<file path="config.mk">
export PLATFORM = sky130hd
export DESIGN_NAME = mbx_regs
export DESIGN_NICKNAME = d
export VERILOG_FILES = /design/src/rtl/mbx_pkg.sv /design/src/rtl/mbx_status.sv /design/src/rtl/mbx_ctrl.sv /design/src/rtl/mbx_irq.sv /design/src/rtl/mbx_regs.sv
export SDC_FILE = /design/constraint.sdc
export NUM_CORES = 1
export LEC_CHECK = 0
export BUFFER_PORTS_ARGS = -buffer_cell sky130_fd_sc_hd__buf_2
export CAP_MARGIN = 20
export CORE_ASPECT_RATIO = 0.75
export CORE_MARGIN = 2
export CORE_UTILIZATION = 50
export DETAILED_ROUTE_END_ITERATION = 8
export PLACE_DENSITY = 0.84
export REMOVE_ABC_BUFFERS = 1
export SKIP_CTS_REPAIR_TIMING = 1
export SLEW_MARGIN = 0
export SYNTH_ARGS = -nofsm -noshare
export SYNTH_HDL_FRONTEND = slang
export SYNTH_SLANG_ARGS = --single-unit
</file>
<file path="constraint.sdc">
create_clock -name clk -period 3.6 [get_ports clk]
set_clock_uncertainty 0.2 [all_clocks]
set_input_delay 1.08 -clock clk [delete_from_list [all_inputs] [get_ports clk]]
set_output_delay 1.08 -clock clk [all_outputs]
set_load 0.01 [all_outputs]
</file>
<file path="src/rtl/mbx_pkg.sv">
package mbx_pkg;

    localparam int ADDR_W = 3;

    localparam logic [ADDR_W-1:0] A_DATA_LO = 3'd0;
    localparam logic [ADDR_W-1:0] A_DATA_HI = 3'd1;
    localparam logic [ADDR_W-1:0] A_STATUS  = 3'd2;
    localparam logic [ADDR_W-1:0] A_CTRL    = 3'd4;
    localparam logic [ADDR_W-1:0] A_EOI     = 3'd5;
    localparam logic [ADDR_W-1:0] A_ROUTE   = 3'd6;

    typedef enum logic [2:0] {
        HS_IDLE      = 3'd0,
        HS_HI_AVAIL  = 3'd1,
        HS_HI_ACCEPT = 3'd2,
        HS_DONE      = 3'd3,
        HS_MOVING    = 3'd4,
        HS_FAULT     = 3'd5,
        HS_LO_AVAIL  = 3'd6,
        HS_LO_ACCEPT = 3'd7
    } hs_state_e;

    // Bit order is the visible byte layout: 7 wake, 6:4 rx, 3 clear-NAK, 2:0 tx.
    typedef struct packed {
        logic      wake;
        hs_state_e rx;
        logic      clrnak;
        hs_state_e tx;
    } status_t;

    // Bits 5:0 of the control byte.
    typedef struct packed {
        logic       wide;
        logic       hold;
        logic [1:0] spare;
        logic       txn;
        logic       rxn;
    } ctrl_t;

    function automatic logic needs_service(hs_state_e s);
        return (s == HS_LO_AVAIL) || (s == HS_HI_AVAIL) || (s == HS_FAULT);
    endfunction

endpackage

</file>
<file path="src/rtl/mbx_status.sv">
module mbx_status
    import mbx_pkg::*;
(
    input  logic      clk,
    input  logic      rst,
    input  logic      host_we,
    input  status_t   host_val,
    input  logic      core_tx_we,
    input  hs_state_e core_tx,
    input  logic      core_rx_we,
    input  hs_state_e core_rx,
    output status_t   stat
);
    status_t   nxt;
    logic      host_tx_change;
    logic      host_rx_change;

    always_comb begin
        host_tx_change = host_we && (host_val.tx != stat.tx);
        host_rx_change = host_we && (host_val.rx != stat.rx);
        nxt = stat;
        if (host_we) begin
            nxt.wake   = host_val.wake;
            nxt.clrnak = host_val.clrnak;
        end
        if (core_tx_we && !host_tx_change) nxt.tx = core_tx;
        else if (host_we)                   nxt.tx = host_val.tx;
        if (core_rx_we && !host_rx_change) nxt.rx = core_rx;
        else if (host_we)                   nxt.rx = host_val.rx;
    end

    always_ff @(posedge clk) begin
        if (rst) stat <= '0;
        else     stat <= nxt;
    end
endmodule

</file>
<file path="src/rtl/mbx_ctrl.sv">
module mbx_ctrl
    import mbx_pkg::*;
(
    input  logic  clk,
    input  logic  rst,
    input  logic  we,
    input  ctrl_t wval,
    output ctrl_t ctrl,
    output logic  ev_tx,
    output logic  ev_rx
);
    ctrl_t prev;

    always_ff @(posedge clk) begin
        if (rst) begin
            ctrl <= '0;
            prev <= '0;
        end else begin
            prev <= ctrl;
            if (we) ctrl <= wval;
        end
    end

    assign ev_tx = ctrl.txn && !prev.txn;
    assign ev_rx = ctrl.rxn && !prev.rxn;
endmodule

</file>
<file path="src/rtl/mbx_irq.sv">
module mbx_irq #(
    parameter int IRQ_LINES = 8,
    localparam int LINE_W = (IRQ_LINES > 1) ? $clog2(IRQ_LINES) : 1
) (
    input  logic                 clk,
    input  logic                 rst,
    input  logic                 route_we,
    input  logic                 en_in,
    input  logic [LINE_W-1:0]    line_in,
    input  logic                 req,
    input  logic                 eoi_hit,
    output logic                 en,
    output logic [LINE_W-1:0]    line,
    output logic                 pending,
    output logic                 eoi,
    output logic [IRQ_LINES-1:0] lines
);
    always_ff @(posedge clk) begin
        if (rst) begin
            en      <= 1'b0;
            line    <= '0;
            pending <= 1'b0;
            eoi     <= 1'b0;
        end else begin
            if (route_we) begin
                en   <= en_in;
                line <= line_in;
            end
            pending <= req || (pending && !eoi_hit);
            eoi     <= eoi_hit;
        end
    end

    for (genvar i = 0; i < IRQ_LINES; i++) begin : g_line
        assign lines[i] = en && pending && (line == LINE_W'(i));
    end
endmodule

</file>
<file path="src/rtl/mbx_regs.sv">
module mbx_regs
    import mbx_pkg::*;
#(
    parameter int IRQ_LINES = 8,
    localparam int LINE_W = (IRQ_LINES > 1) ? $clog2(IRQ_LINES) : 1
) (
    input  logic                 clk,
    input  logic                 rst,
    input  logic [2:0]           h_addr,
    input  logic                 h_wr,
    input  logic                 h_rd,
    input  logic                 h_wide,
    input  logic [15:0]          h_wdata,
    output logic [15:0]          h_rdata,
    input  logic                 c_tx_we,
    input  logic [2:0]           c_tx_state,
    input  logic                 c_rx_we,
    input  logic [2:0]           c_rx_state,
    input  logic                 c_data_we,
    input  logic [15:0]          c_data,
    output logic [15:0]          data_q,
    output logic [7:0]           status_q,
    output logic                 rx_ready,
    output logic                 ev_txint,
    output logic                 ev_rxint,
    output logic                 core_rst,
    output logic                 wide_mode,
    input  logic                 c_irq_req,
    output logic                 eoi_pulse,
    output logic [IRQ_LINES-1:0] host_irq
);
    status_t           stat;
    ctrl_t             ctrl_r;
    logic              route_en;
    logic [LINE_W-1:0] route_line;
    logic              irq_pending;

    logic st_we, ct_we, rt_we, lo_we, hi_we, eoi_hit, wide_acc;

    always_comb begin
        wide_acc = h_wide && ctrl_r.wide;
        st_we    = h_wr && (h_addr == A_STATUS);
        ct_we    = h_wr && (h_addr == A_CTRL);
        rt_we    = h_wr && (h_addr == A_ROUTE);
        lo_we    = h_wr && (h_addr == A_DATA_LO);
        hi_we    = h_wr && ((h_addr == A_DATA_HI) || ((h_addr == A_DATA_LO) && wide_acc));
        eoi_hit  = h_rd && (h_addr == A_EOI);
    end

    // Data word: the host has priority over the core for each byte lane.
    always_ff @(posedge clk) begin
        if (rst) begin
            data_q <= '0;
        end else begin
            if (c_data_we) data_q <= c_data;
            if (lo_we) data_q[7:0] <= h_wdata[7:0];
            if (hi_we) data_q[15:8] <= (h_addr == A_DATA_HI) ? h_wdata[7:0] : h_wdata[15:8];
        end
    end

    mbx_status u_status (
        .clk        (clk),
        .rst        (rst),
        .host_we    (st_we),
        .host_val   (status_t'(h_wdata[7:0])),
        .core_tx_we (c_tx_we),
        .core_tx    (hs_state_e'(c_tx_state)),
        .core_rx_we (c_rx_we),
        .core_rx    (hs_state_e'(c_rx_state)),
        .stat       (stat)
    );

    mbx_ctrl u_ctrl (
        .clk   (clk),
        .rst   (rst),
        .we    (ct_we),
        .wval  (ctrl_t'(h_wdata[5:0])),
        .ctrl  (ctrl_r),
        .ev_tx (ev_txint),
        .ev_rx (ev_rxint)
    );

    mbx_irq #(.IRQ_LINES(IRQ_LINES)) u_irq (
        .clk      (clk),
        .rst      (rst),
        .route_we (rt_we),
        .en_in    (h_wdata[4]),
        .line_in  (h_wdata[LINE_W-1:0]),
        .req      (c_irq_req),
        .eoi_hit  (eoi_hit),
        .en       (route_en),
        .line     (route_line),
        .pending  (irq_pending),
        .eoi      (eoi_pulse),
        .lines    (host_irq)
    );

    assign status_q  = stat;
    assign rx_ready  = needs_service(stat.rx);
    assign core_rst  = ctrl_r.hold;
    assign wide_mode = ctrl_r.wide;

    always_comb begin
        h_rdata = '0;
        case (h_addr)
            A_DATA_LO: h_rdata = wide_acc ? data_q : {8'h00, data_q[7:0]};
            A_DATA_HI: h_rdata = {8'h00, data_q[15:8]};
            A_STATUS:  h_rdata = {8'h00, stat};
            A_CTRL:    h_rdata = {10'd0, ctrl_r};
            A_ROUTE: begin
                h_rdata[4]          = route_en;
                h_rdata[LINE_W-1:0] = route_line;
            end
            default:   h_rdata = '0;
        endcase
    end
endmodule

</file>
* Word-level counts from Yosys, hierarchy flattened *
Index checks and enable logic that the tools add are counted.

operators by class
  equal/unequal tests = 17
  multiplexer cells = 13
  reductions and logical operators = 39

operators by type and width
  operator                                             count
  one-hot mux 11 bit (4 select lines)                  1
  two-way mux 16 bit                                   2
  equality test 3 bit, second input constant           9
  logical AND 1 bit                                    24
  two-way mux 8 bit                                    3
  one-hot mux 3 bit (5 select lines)                   1
  two-way mux 3 bit                                    4
  equality test 3 x 1 -> 1 bit, second input constant  3
  equality test 3 x 2 -> 1 bit, second input constant  3
  nonzero test 2 bit                                   4
  logical NOT 3 bit                                    2
  inequality test 3 bit                                2
  logical NOT 1 bit                                    5
  one-hot mux 1 bit (5 select lines)                   1
  logical OR 1 bit                                     4
  one-hot mux 1 bit (4 select lines)                   1

word-level totals
  bits in registers = 38
  output and inout bits = 54
  logic and storage cells = 86

* Longest topological paths before layout *
  depth in word-level cells = 6
  mapped depth = 6

* Cells and area by module *
A second synthesis with hierarchy kept.

unflattened totals
  cell total of the unflattened synthesis = 261
  area total of the unflattened synthesis = 2294.7 um2

modules (own cells, without submodules)
  module      instances  cells each  area each (um2)
  mbx_regs    1          145         1241.2
  mbx_status  1          58          504.2
  mbx_ctrl    1          25          279.0
  mbx_irq     1          33          270.3

* Least setup slack after synthesis *
No wires, ideal clock.

  path type = input-to-output
  from = input port h_addr[2]
  to = output port h_rdata[10]
  data arrival time = 2015 ps
  data required time = 2320 ps
  path slack = 305 ps
  stages = 3
  path buffers = 1
  cells stage by stage = buf_4 > nor4_1 > and2_1

on the way
  longest elaborated chain between the ends = 2

RTL lines
  element                                            RTL line         text
  start: declaration                                 mbx_regs.sv:9    input logic [2:0] h_addr,
  equality test 3 bit, or another cell as far along  mbx_regs.sv:105  case (h_addr)
  one-hot mux 11 bit (4 select lines) (*)            mbx_regs.sv:105
  end: declaration                                   mbx_regs.sv:14   output logic [15:0] h_rdata,

Mark *: on every way between the ends. The rest lies on a longest branch, timed or not.

* Final worst setup path *
  from = input port h_addr[0]
  to = output port h_rdata[5]

Same word-level chain as after synthesis.

==> metrics.log <==
[metrics] fraction of the mapped netlist area in adder cells: 0
[metrics] total area of multi-input combinational cells: 1450 sq um
[metrics] worst slack at placement: 0.0840 ns
[metrics] Cells on Worst Hold Path: 2
[metrics] gpl congestion: 0.834
[metrics] unrepaired setup endpoints after global routing: false
[metrics] transition at the pin with the smallest max-transition slack: 0.791 ns
[metrics] largest area contributor in the synthesized netlist: sky130_fd_sc_hd__dfxtp_1
[metrics] Clock Root Buffer: sky130_fd_sc_hd__clkbuf_8
[metrics] largest net degree at the start of global routing: 39
[metrics] cells taking the most area after synthesis: sky130_fd_sc_hd__dfxtp_1 (33%), sky130_fd_sc_hd__mux2i_1 (18%), sky130_fd_sc_hd__nor2_1 (7.1%)
[metrics] kind of start point of the critical path: input pin
[metrics] power density normalized to cell area: 338 nW/um^2
[metrics] clock-pin slew on the worst setup and hold paths: 0.07 ns
[metrics] Vias/cell: 5.51
[metrics] max-slew violation count: 0
[metrics] register bit count reported by yosys: 38
[metrics] Total Nets Final: 420
[metrics] leakage power summed over all cells: 1.42 nW
[metrics] Routed WL: 6710 um
[metrics] warning count from the yosys run: 0
[metrics] Routed WL per cell: 15.7 um
[metrics] number of failing setup endpoints in the final timing report: 0
[metrics] CP Capture Type: output port
[metrics] # diodes: 0
[metrics] share of the yosys chip area belonging to registers: 0.328
[metrics] Die Y: 63.0 um
[metrics] area share of xor/xnor cells in the synthesized design: 0.0226
[metrics] global-route wire length before repair: 10600 um
[metrics] post-synthesis compound-gate area fraction: 0.175
[metrics] share of layout cells above drive strength 1: 0.361
[metrics] count of unique library cells instantiated by Yosys: 37
[metrics] Cells after DPL: 420
[metrics] clock tree buffer depth: 2
[metrics] Tot GR Track Use: 0.265
[metrics] Synth top area share: 0.328
[metrics] final std cell area, no fill: 2990 sq um
[metrics] period utilisation layout: 0.972
[metrics] Worst Hold Class: reg -> reg
[metrics] final non-filler cell total: 428
[metrics] clock tree from TritonCTS: done
[metrics] kind of critical path: in -> out
[metrics] remaining antenna violation count: 0
[metrics] Filler cells: 397
[metrics] Reg area: 761 sq um
[metrics] sum of overflow across all layers after global routing: 0
[metrics] simple-gate share of the synthesized area: 0.239
[metrics] data required time of the critical path: 2.32 ns
[metrics] area of the mapped netlist: 2320 sq um
[metrics] multiplexer area fraction after synthesis: 0.187
[metrics] DRC violation total after the first TritonRoute iteration: 252
[metrics] PnR worst setup slack: 0.101 ns
[metrics] Die Outline Area: 5210 sq um
[metrics] Detailed Place HPWL: 4960 um
[metrics] CTS buffer count: 5
[metrics] total placed instance area: 2870 sq um
[metrics] vias in the first global route: 2227
[metrics] reported max-cap violation count: 0
[metrics] outcome: complete, no violations
[metrics] antenna violations before repair: 0
[metrics] depth of the worst register-to-register path: 4
[metrics] final setup TNS: 0 ns
[metrics] largest driver fanout on the critical path: 13
[metrics] Std-Cell Rows: 21
[metrics] mean post-synth cell area: 8.56 sq um
[metrics] combinational family with the most area after synthesis: simple AND/OR/NAND/NOR gates
[metrics] layout overhead on the synthesized area: 28.7%
[metrics] normalized max-slew margin: 0.473
[metrics] CTS H-tree depth: 2
[metrics] final critical path time including I/O delays and setup: 3.50 ns
[metrics] Total Power Consumption: 1.01 mW
[metrics] die boundary width: 82.7 um
[metrics] # DRC: 0
[metrics] sink count of the clock tree: 38
[metrics] source-to-sink clock delay at the later pin of the worst-skew pair: 0.29 ns
[metrics] Final Hold Vio Count: 0
[metrics] IO Count: 104
[metrics] synthesized netlist cell count: 271
[metrics] worst voltage drop across the vdd grid: 207 uV
[metrics] floorplan core area: 4470 sq um
[metrics] Max Fclk: 0.286 GHz
[metrics] Initial Utilization: 0.520
[metrics] number of iterations in the first detailed-routing pass: 4
[metrics] count of buffers inserted at the top-level ports: 103
[metrics] Vias: 2360
[metrics] data arrival time of the worst path: 2.22 ns
==> report_power, final <==
| group | total [mW] | switching [mW] | internal (mW) | leakage, nW |
|---|---|---|---|---|
| Sequential | 0.466 | 0.0239 | 0.442 | 0.312 |
| Combinational | 0.201 | 0.109 | 0.0920 | 1.05 |
| Clock | 0.341 | 0.148 | 0.193 | 0.0575 |
| Total | 1.01 | 0.281 | 0.728 | 1.42 |
==> worst paths after layout <==
check | from | endpoint | slack (ns)
worst min register to register | u_status.stat[3] | u_status.stat[3] | 0.30
worst max-delay path | h_addr[0] | h_rdata[5] | 0.10
worst min-delay path | u_status.stat[3] | u_status.stat[3] | 0.30
worst max register to register | u_status.stat[1] | u_status.stat[2] | 1.86
==> through the flow <==
stage          hold WS (ns)  utilization
4_1_cts               0.295        0.668
3_5_place_dp          0.282        0.643
3_3_place_gp          0.259        0.643
5_1_grt               0.307        0.669
6_report              0.304        0.669
2_1_floorplan         0.255            -
==> cell usage after synthesis (all sizes together) <==
master   instances
mux2i           41
nor2            44
mux4             1
nand3b           1
nor4             2
nand2b           3
o311a            1
or4b             3
and2             9
a221oi           1
xor2             6
nand3            4
dfxtp           38
a211oi          24
nor2b           14
o22ai            1
a21oi           20
nor4bb           1
o21ai           10
clkbuf           7
nor3             5
and4bb           1
and2b            1
buf             13
nand4bb          1
nand2           13
nand4b           1
a31oi            1
inv              2
nor4b            2
==> cell usage in the layout, fill, tap and decap left out, types with 9 or more instances in the layout <==
cell type                  synthesis  routed
sky130_fd_sc_hd__mux2i_1          41      41
sky130_fd_sc_hd__nand2_1          13      13
sky130_fd_sc_hd__dfxtp_1          38      38
sky130_fd_sc_hd__and2_1            9       9
sky130_fd_sc_hd__a21oi_1          19      19
sky130_fd_sc_hd__buf_2             5     103
sky130_fd_sc_hd__o21ai_0           9       9
sky130_fd_sc_hd__nor2b_1          14      13
sky130_fd_sc_hd__buf_4             3       9
sky130_fd_sc_hd__a211oi_1         16      16
sky130_fd_sc_hd__nor2_1           44      44
==> layout make-up <==
class,instances,share of cell area
clock buffer,8,0.0369
inverter,2,0.00251
multi-input combinational,211,0.487
sequential,38,0.255
tap,57,0.0239
timing repair buffer,112,0.195
==> state kept, by name (all words and copies together) (netlist names) <==
signal         count
u_irq.en           1
u_ctrl.ctrl        6
data_q            16
u_ctrl.prev        2
u_irq.pending      1
u_irq.line         3
u_status.stat      8
u_irq.eoi          1
==> kinds of logic (layout without fill, tap and decap cells) <==
kind of cell    count (synthesis)  count (layout)
xor+xnor                        6               6
simple gates                  105             105
flops                          38              38
mux                            42              42
compound gates                 58              58
buf+inv                        22             122
==> metal layers <==
metal | part of all wire | vias to the layer above | wire length, um | track usage
met1 | 0.46 | 1094 | 3080 | 0.371
met2 | 0.45 | 92 | 3040 | 0.412
li1 | - | 1161 | - | -
met5 | 0 | - | 0 | 0
met4 | 0.018 | 0 | 122 | 0.0943
met3 | 0.069 | 13 | 466 | 0.0376
==> critical path: stages <==
cell,delay [ns]
sky130_fd_sc_hd__buf_2,0.25
sky130_fd_sc_hd__buf_4,0.23
sky130_fd_sc_hd__mux2i_1,0.19
sky130_fd_sc_hd__nor2_1,0.05
sky130_fd_sc_hd__a21oi_1,0.12
sky130_fd_sc_hd__o21ai_0,0.12
sky130_fd_sc_hd__buf_2,0.16
(Power assumes the default switching activity.)
